## config.mk

```make
export PLATFORM = sky130hd
export DESIGN_NAME = ledfx_seq
export DESIGN_NICKNAME = d
export VERILOG_FILES = /design/src/rtl/ledfx_pkg.sv /design/src/rtl/ledfx_ctrl.sv /design/src/rtl/ledfx_datapath.sv /design/src/rtl/ledfx_seq.sv
export SDC_FILE = /design/constraint.sdc
export NUM_CORES = 1
export LEC_CHECK = 0
export BUFFER_PORTS_ARGS = -buffer_cell sky130_fd_sc_hd__buf_2
export CAP_MARGIN = 20
export CORE_MARGIN = 2
export CORE_UTILIZATION = 30
export DETAILED_ROUTE_END_ITERATION = 10
export GPL_TIMING_DRIVEN = 0
export HOLD_SLACK_MARGIN = 0.08
export PLACE_DENSITY = 0.56
export SYNTH_ARGS = -nofsm -noshare
export SYNTH_HDL_FRONTEND = slang
export SYNTH_SLANG_ARGS = --single-unit
export TNS_END_PERCENT = 100
```

## constraint.sdc

```tcl
create_clock -name clk -period 3.3 [get_ports clk]
set_clock_uncertainty 0.15 [all_clocks]
set_input_delay 0.33 -clock clk [delete_from_list [all_inputs] [get_ports clk]]
set_output_delay 0.33 -clock clk [all_outputs]
set_load 0.02 [all_outputs]
```

## src/rtl/ledfx_pkg.sv

```systemverilog
package ledfx_pkg;

  // Channel effect modes, held in the two top bits of a channel register.
  typedef enum logic [1:0] {
    MODE_STATIC = 2'b00,
    MODE_FLASH  = 2'b01,
    MODE_RAMP   = 2'b10,
    MODE_ALT    = 2'b11
  } fxMode_e;

  // Strobes the control module sends to the datapath.
  typedef struct packed {
    logic flashOn;
    logic downDone;
    logic shutdown;
  } fxStrobe_t;

endpackage

```

## src/rtl/ledfx_ctrl.sv

```systemverilog
module ledfx_ctrl
  import ledfx_pkg::*;
#(
  parameter int NUM_CH    = 18,
  parameter int CODE_W    = 6,
  parameter int ON_SHORT  = 156,
  parameter int ON_LONG   = 625,
  parameter int PER_SHORT = 1250,
  parameter int PER_LONG  = 2500,
  parameter int RAMP_T0   = 240,
  parameter int RAMP_T1   = 480,
  parameter int RAMP_T2   = 960,
  localparam int DATA_W   = CODE_W + 2,
  localparam int ADDR_W   = $clog2(NUM_CH + 2)
) (
  input  logic                           clk,
  input  logic                           rstN,
  input  logic                           tick,
  input  logic                           wrEn,
  input  logic [ADDR_W-1:0]              wrAddr,
  input  logic [DATA_W-1:0]              wrData,
  output logic [NUM_CH-1:0][CODE_W-1:0]  chCode,
  output logic [NUM_CH-1:0][1:0]         chMode,
  output logic [CODE_W-1:0]              rampLevel,
  output fxStrobe_t                      strobes
);

  localparam int MAXC     = (1 << CODE_W) - 1;
  localparam int STEP0    = (RAMP_T0 + MAXC / 2) / MAXC;
  localparam int STEP1    = (RAMP_T1 + MAXC / 2) / MAXC;
  localparam int STEP2    = (RAMP_T2 + MAXC / 2) / MAXC;
  localparam int SW       = $clog2(STEP2 + 1);
  localparam int BW       = $clog2(PER_LONG + 1);
  localparam int FX_ADDR  = NUM_CH + 1;
  localparam int B_ONSEL  = 0;
  localparam int B_PERSEL = 1;
  localparam int B_RAMPLO = 2;
  localparam int B_DIR    = 4;

  // Register state
  logic                onSelQ, perSelQ, dirQ, shutBitQ;
  logic [1:0]          rampSelQ;

  // Timebase and ramp state
  logic [BW-1:0]       flashCnt;
  logic [SW-1:0]       stepCnt;
  logic                rampActive;
  logic                modeChange, dirChange, restart, newDir;
  logic                stepNow, downDone, allZero;
  logic [BW-1:0]       perTicks, onTicks;
  logic [SW-1:0]       stepTicks;

  // Register file
  always_ff @(posedge clk or negedge rstN) begin
    if (!rstN) begin
      chCode   <= '0;
      chMode   <= '0;
      onSelQ   <= 1'b0;
      perSelQ  <= 1'b0;
      rampSelQ <= 2'b00;
      dirQ     <= 1'b0;
      shutBitQ <= 1'b0;
    end else if (wrEn) begin
      if (wrAddr == '0) begin
        shutBitQ <= wrData[0];
      end else if (wrAddr == ADDR_W'(FX_ADDR)) begin
        onSelQ   <= wrData[B_ONSEL];
        perSelQ  <= wrData[B_PERSEL];
        rampSelQ <= wrData[B_RAMPLO +: 2];
        dirQ     <= wrData[B_DIR];
      end else begin
        for (int c = 0; c < NUM_CH; c++) begin
          if (wrAddr == ADDR_W'(c + 1)) begin
            chCode[c] <= wrData[CODE_W-1:0];
            chMode[c] <= wrData[DATA_W-1 -: 2];
          end
        end
      end
    end
  end

  // Ramp restart detection
  always_comb begin
    modeChange = 1'b0;
    for (int c = 0; c < NUM_CH; c++) begin
      if (wrEn && wrAddr == ADDR_W'(c + 1) && wrData[DATA_W-1 -: 2] != chMode[c])
        modeChange = 1'b1;
    end
  end

  assign dirChange = wrEn && (wrAddr == ADDR_W'(FX_ADDR)) && (wrData[B_DIR] != dirQ);
  assign restart   = modeChange || dirChange;
  assign newDir    = dirChange ? wrData[B_DIR] : dirQ;

  // Rate selection
  assign perTicks = perSelQ ? BW'(PER_LONG) : BW'(PER_SHORT);
  assign onTicks  = onSelQ  ? BW'(ON_LONG)  : BW'(ON_SHORT);

  always_comb begin
    case (rampSelQ)
      2'b00:   stepTicks = SW'(STEP0);
      2'b01:   stepTicks = SW'(STEP1);
      default: stepTicks = SW'(STEP2);
    endcase
  end

  // Flash timebase
  always_ff @(posedge clk or negedge rstN) begin
    if (!rstN) begin
      flashCnt <= '0;
    end else if (tick) begin
      if (flashCnt >= perTicks - BW'(1)) flashCnt <= '0;
      else                               flashCnt <= flashCnt + BW'(1);
    end
  end

  // Ramp engine
  assign stepNow  = rampActive && tick && (stepCnt >= stepTicks - SW'(1)) && !restart;
  assign downDone = stepNow && !dirQ && (rampLevel == CODE_W'(1));

  always_ff @(posedge clk or negedge rstN) begin
    if (!rstN) begin
      rampLevel  <= '0;
      stepCnt    <= '0;
      rampActive <= 1'b0;
    end else if (restart) begin
      rampLevel  <= newDir ? '0 : CODE_W'(MAXC);
      stepCnt    <= '0;
      rampActive <= 1'b1;
    end else if (rampActive && tick) begin
      if (stepNow) begin
        stepCnt <= '0;
        if (dirQ) begin
          rampLevel <= rampLevel + CODE_W'(1);
          if (rampLevel == CODE_W'(MAXC - 1)) rampActive <= 1'b0;
        end else begin
          rampLevel <= rampLevel - CODE_W'(1);
          if (rampLevel == CODE_W'(1)) rampActive <= 1'b0;
        end
      end else begin
        stepCnt <= stepCnt + SW'(1);
      end
    end
  end

  // Shutdown decode
  always_comb begin
    allZero = 1'b1;
    for (int c = 0; c < NUM_CH; c++) begin
      if (chCode[c] != '0) allZero = 1'b0;
    end
  end

  assign strobes.flashOn  = (flashCnt < onTicks);
  assign strobes.downDone = downDone;
  assign strobes.shutdown = !rstN || shutBitQ || allZero;

  // Assertions
  a_r11_flash_hold_no_tick : assert property (@(posedge clk) disable iff (!rstN)
    !tick |=> $stable(flashCnt));

  a_r11_step_hold_no_tick : assert property (@(posedge clk) disable iff (!rstN)
    (!tick && !restart) |=> $stable(stepCnt));

  a_r5_one_lsb_per_step : assert property (@(posedge clk) disable iff (!rstN)
    !restart |=> (rampLevel == $past(rampLevel) ||
                  rampLevel == $past(rampLevel) + CODE_W'(1) ||
                  rampLevel == $past(rampLevel) - CODE_W'(1)));

  a_r6_down_ends_at_zero : assert property (@(posedge clk) disable iff (!rstN)
    downDone |=> (rampLevel == '0 && !rampActive));

endmodule

```

## src/rtl/ledfx_datapath.sv

```systemverilog
module ledfx_datapath
  import ledfx_pkg::*;
#(
  parameter int NUM_CH     = 18,
  parameter int CODE_W     = 6,
  parameter int BOOST_CODE = 32
) (
  input  logic                          clk,
  input  logic                          rstN,
  input  logic [NUM_CH-1:0][CODE_W-1:0] chCode,
  input  logic [NUM_CH-1:0][1:0]        chMode,
  input  logic [CODE_W-1:0]             rampLevel,
  input  fxStrobe_t                     strobes,
  output logic [NUM_CH*CODE_W-1:0]      ledCode,
  output logic                          cpBoost
);

  logic [NUM_CH-1:0] highVec;

  for (genvar c = 0; c < NUM_CH; c++) begin : g_ch
    logic [CODE_W-1:0] chOut;
    always_comb begin
      if (strobes.shutdown) begin
        chOut = '0;
      end else begin
        case (fxMode_e'(chMode[c]))
          MODE_FLASH: chOut = strobes.flashOn ? chCode[c] : '0;
          MODE_RAMP:  chOut = (rampLevel < chCode[c]) ? rampLevel : chCode[c];
          default:    chOut = chCode[c];
        endcase
      end
    end
    assign ledCode[c*CODE_W +: CODE_W] = chOut;
    assign highVec[c] = (chOut >= CODE_W'(BOOST_CODE));
  end

  always_ff @(posedge clk or negedge rstN) begin
    if (!rstN)                                      cpBoost <= 1'b0;
    else if (strobes.shutdown || strobes.downDone) cpBoost <= 1'b0;
    else if (|highVec)                             cpBoost <= 1'b1;
  end

  a_r9_dark_in_shutdown : assert property (@(posedge clk) disable iff (!rstN)
    strobes.shutdown |-> (ledCode == '0));

  a_r10_boost_released : assert property (@(posedge clk) disable iff (!rstN)
    strobes.downDone |=> !cpBoost);

endmodule

```

## src/rtl/ledfx_seq.sv

```systemverilog
module ledfx_seq
  import ledfx_pkg::*;
#(
  parameter int NUM_CH     = 18,
  parameter int CODE_W     = 6,
  parameter int BOOST_CODE = 32,
  parameter int ON_SHORT   = 156,
  parameter int ON_LONG    = 625,
  parameter int PER_SHORT  = 1250,
  parameter int PER_LONG   = 2500,
  parameter int RAMP_T0    = 240,
  parameter int RAMP_T1    = 480,
  parameter int RAMP_T2    = 960,
  localparam int DATA_W    = CODE_W + 2,
  localparam int ADDR_W    = $clog2(NUM_CH + 2)
) (
  input  logic                       clk,
  input  logic                       rstN,
  input  logic                       tick,
  input  logic                       wrEn,
  input  logic [ADDR_W-1:0]          wrAddr,
  input  logic [DATA_W-1:0]          wrData,
  output logic [NUM_CH*CODE_W-1:0]   ledCode,
  output logic                       cpBoost,
  output logic                       shutdown
);

  logic [NUM_CH-1:0][CODE_W-1:0] chCode;
  logic [NUM_CH-1:0][1:0]        chMode;
  logic [CODE_W-1:0]             rampLevel;
  fxStrobe_t                     strobes;

  ledfx_ctrl #(
    .NUM_CH(NUM_CH), .CODE_W(CODE_W),
    .ON_SHORT(ON_SHORT), .ON_LONG(ON_LONG),
    .PER_SHORT(PER_SHORT), .PER_LONG(PER_LONG),
    .RAMP_T0(RAMP_T0), .RAMP_T1(RAMP_T1), .RAMP_T2(RAMP_T2)
  ) u_ctrl (
    .clk(clk), .rstN(rstN), .tick(tick),
    .wrEn(wrEn), .wrAddr(wrAddr), .wrData(wrData),
    .chCode(chCode), .chMode(chMode),
    .rampLevel(rampLevel), .strobes(strobes)
  );

  ledfx_datapath #(
    .NUM_CH(NUM_CH), .CODE_W(CODE_W), .BOOST_CODE(BOOST_CODE)
  ) u_dp (
    .clk(clk), .rstN(rstN),
    .chCode(chCode), .chMode(chMode),
    .rampLevel(rampLevel), .strobes(strobes),
    .ledCode(ledCode), .cpBoost(cpBoost)
  );

  assign shutdown = strobes.shutdown;

endmodule

```

==> metrics.md <==
| Metric | Value |
|---|---|
| Final setup TNS | `-13730 ps` |
| Xor and xnor area share after synthesis | `3.51%` |
| Nets@finish | `1843` |
| Synth async-reset ratio | `100%` |
| YS warnings | `0` |
| CP max-delay cell | `dfrtp_2` |
| Simple-gate area share of the yosys netlist | `15.0%` |
| CP Buf/Inv Count | `5` |
| Number of port buffers | `117` |
| Starting Density | `30.2%` |
| Top-area cell type share of the netlist area | `33.6%` |
| Pwr Density | `approximately 800 mW/mm^2` |
| Antenna-violating nets left | `0` |
| First-pass GRT wire length | `around 78000 um` |
| Failing checks | `setup timing` |
| Initial antenna violation count | `4` |
| Mux contribution to synthesized area | `9.90%` |
| Pin count of the biggest net entering global routing | `114` |
| Syn_area_per_cell | `9.08 sq um` |
| Dpl cells | `2136` |
| Num rows | `76` |
| Post-synth EDFFs | `0` |
| HPWL after DPL | `36000 um` |
| Gpl congestion | `0.930` |
| Setup repair after global routing missed its margin | `true` |
| Clk_lat worst skew | `450 ps` |
| Clock sink count | `174` |
| Vias/cell | `5.49` |
| Slew Viols, Final | `0` |
| CTS buffer count | `17` |
| Family with the most delay on the worst path | `compound AO/OA/AOI/OAI gates` |
| Hold Path Class | `in2reg` |
| GR Overflow Total | `0` |
| Die width | `between 200 and 250 um` |
| Final core utilization | `42.8%` |
| Critical path type | `reg2out` |
| Crit path largest cell delay | `490 ps` |
| Top cells by area, synth | `dfrtp_1 34%, ha_1 14%, mux2_2 9.1%` |
| Die area | `0.0449 sq mm` |
| Final Hold Vio Count | `0` |
| Total Power | `approximately 14 mW` |
| Vias in the first global route | `12200` |
| Mapped cell area | `0.0130 sq mm` |
| Largest family of logic cells by synthesized area | `compound AO/OA/AOI/OAI gates` |
| Maxcap violations | `0` |
| H-tree depth | `4` |
| Total Routed Length | `53900 um` |
| Drt wl/cell | `23.7 um` |
| Core ar. | `0.0429 sq mm` |
| Final setup viols | `104` |
| Most used cell, CP | `buf_6` |
| Slew @ Worst Pin | `1090 ps` |
| Pleak | `roughly 8.0 nW` |
| Clk slew on worst S/H paths | `roughly 70 ps` |
| Outcome | `complete, but fails checks` |
| Maximum clock rate | `280 MHz` |
| Mapped Nets | `about 1600` |
| CTS tree | `yes` |
| ANT cells | `0` |
| Synth top cells by count | `174 x dfrtp_1, 147 x nor2_1, 146 x ha_1, 143 x inv_1, 105 x mux2_2` |
| Die Span Y | `212 um` |
| Critical path launch point type | `register` |
| Seq/Total Area, Yosys | `33.6%` |
| Complex-gate fraction of the synthesized area | `about 17%` |
| Max VDD drop | `0.000382 V` |
| Pre-CTS setup slack | `-1370 ps` |
| Fin cells | `2278` |
| Critical-path cell list | `inv_4, ha_4, o21ai_4, a221oi_4, a21boi_2, buf_6, buf_12, a221o_2, buf_6, a22oi_2, nor2_1, buf_4` |
| Post-Syn Instances | `1427` |
| Total GRT Usage | `23.4%` |
| Distinct cells, synth | `70` |
| Min Tclk post-route | `3570 ps` |
| Io pins | `~130` |
| Share of layout cells above drive strength 1 | `just under 40%` |
| Synth area leader | `dfrtp_1` |
| Final period util | `108%` |
| DRC viols | `0` |
| Via Count | `12500` |
| Clk buf depth | `2` |
| First-pass DRT Iterations | `5` |
| CP max FO | `7` |
| CP arrival | `around 3100 ps` |
| Area grow syn2layout | `41.7%` |
| Max_slew headroom | `27.1%` |
| Top FF cell, synth | `dfrtp_1` |
| Fin worst setup slack | `-273 ps` |
| Critical Path End Type | `output pin` |
| Iter 0 DRT Violations | `roughly 1000` |
| Most frequent cell after synthesis | `dfrtp_1` |
| Critical Path RT | `2820 ps` |
| Root Driver | `clkbuf_16` |
| Adder-cell area share of the yosys netlist | `14.1%` |
| Seq cells post-synth | `174` |
flip-flops by register name, summed over array words and instances (netlist names):
register           cells
u_ctrl.chCode        108
u_ctrl.chMode         36
u_ctrl.dirQ            1
u_ctrl.flashCnt       12
u_ctrl.onSelQ          1
u_ctrl.perSelQ         1
u_ctrl.rampActive      1
u_ctrl.rampLevel       6
u_ctrl.rampSelQ        2
u_ctrl.shutBitQ        1
u_ctrl.stepCnt         4
u_dp.cpBoost           1
worst min-delay path: stages:
cell	delay (ps)
buf_2	100
nand2_1	120
nand2_1	100
a21boi_0	70
through the flow:
stage / area (sq um) / hold slack (ps)
global placement: 14300 / 334
floorplan: 13000 / -116
global route: 18400 / 203
detailed placement: 14500 / 178
CTS: 17100 / 145
finish: 18400 / 157
kinds of logic (layout without fill, tap and decap cells):
family                   count (synthesis)  count (layout)
AND/OR/NAND/NOR                        398             398
AO/OA/AOI/OAI                          327             327
buffers and inverters                  215             481
flip-flops                             174             174
adder cells (fa/ha/maj)                146             146
multiplexers                           115             115
XOR/XNOR                                52              52
timing repair:
action,CTS,global route
hold endpoints to repair,62,0
pin swaps,96,132
hold buffers,2,0
gates cloned,3,5
setup buffers,64,39
setup endpoints to repair,114,110
resized for setup,321,193
report_power, final:
group / switching (mW) / internal, mW
Clock: 1.02 / 1.14
Sequential: 0.728 / 2.61
Combinational: 4.78 / 3.97
Total: 6.54 / 7.73
cell type report:
class                      instances  area, sq um
buffer                            70          515
clock buffer                      17          425
clock inverter                    15          173
fill                            4072        24500
inverter                         143          539
multi-input combinational       1038         9310
sequential                       174         4380
tap                              585          732
timing repair buffer             236         2280
layer usage:
layer	global-route usage, %	share of wire (%)
met5	0	0.11
met4	9.66	4.6
met3	5.00	7.1
met2	37.3	46
met1	30.8	42
layout by cell type, fill, tap and decap left out, types with 32 or more instances in the layout:
cell type / n
dfrtp_1: 164
inv_1: 142
ha_1: 125
buf_4: 120
nor2_1: 114
mux2_2: 105
nand2_1: 90
a22oi_2: 80
o21ai_0: 60
buf_6: 58
buf_2: 44
a21oi_1: 41
xnor2_1: 32
path summary, 6_finish.rpt:
kind	startpoint	endpoint	slack, ps	depth (start not counted)
worst max-delay path	u_ctrl.onSelQ	ledCode[48]	-270	12
worst min register to register	u_ctrl.shutBitQ	u_ctrl.shutBitQ	360	1
max in group asynchronous	rstN	u_ctrl.chCode[105]	2090	3
min in group asynchronous	rstN	u_ctrl.chCode[66]	330	3
worst min-delay path	tick	u_ctrl.stepCnt[1]	160	4
worst max register to register	u_ctrl.onSelQ	u_dp.cpBoost	-140	12
Power figures use the tool's default switching activity.
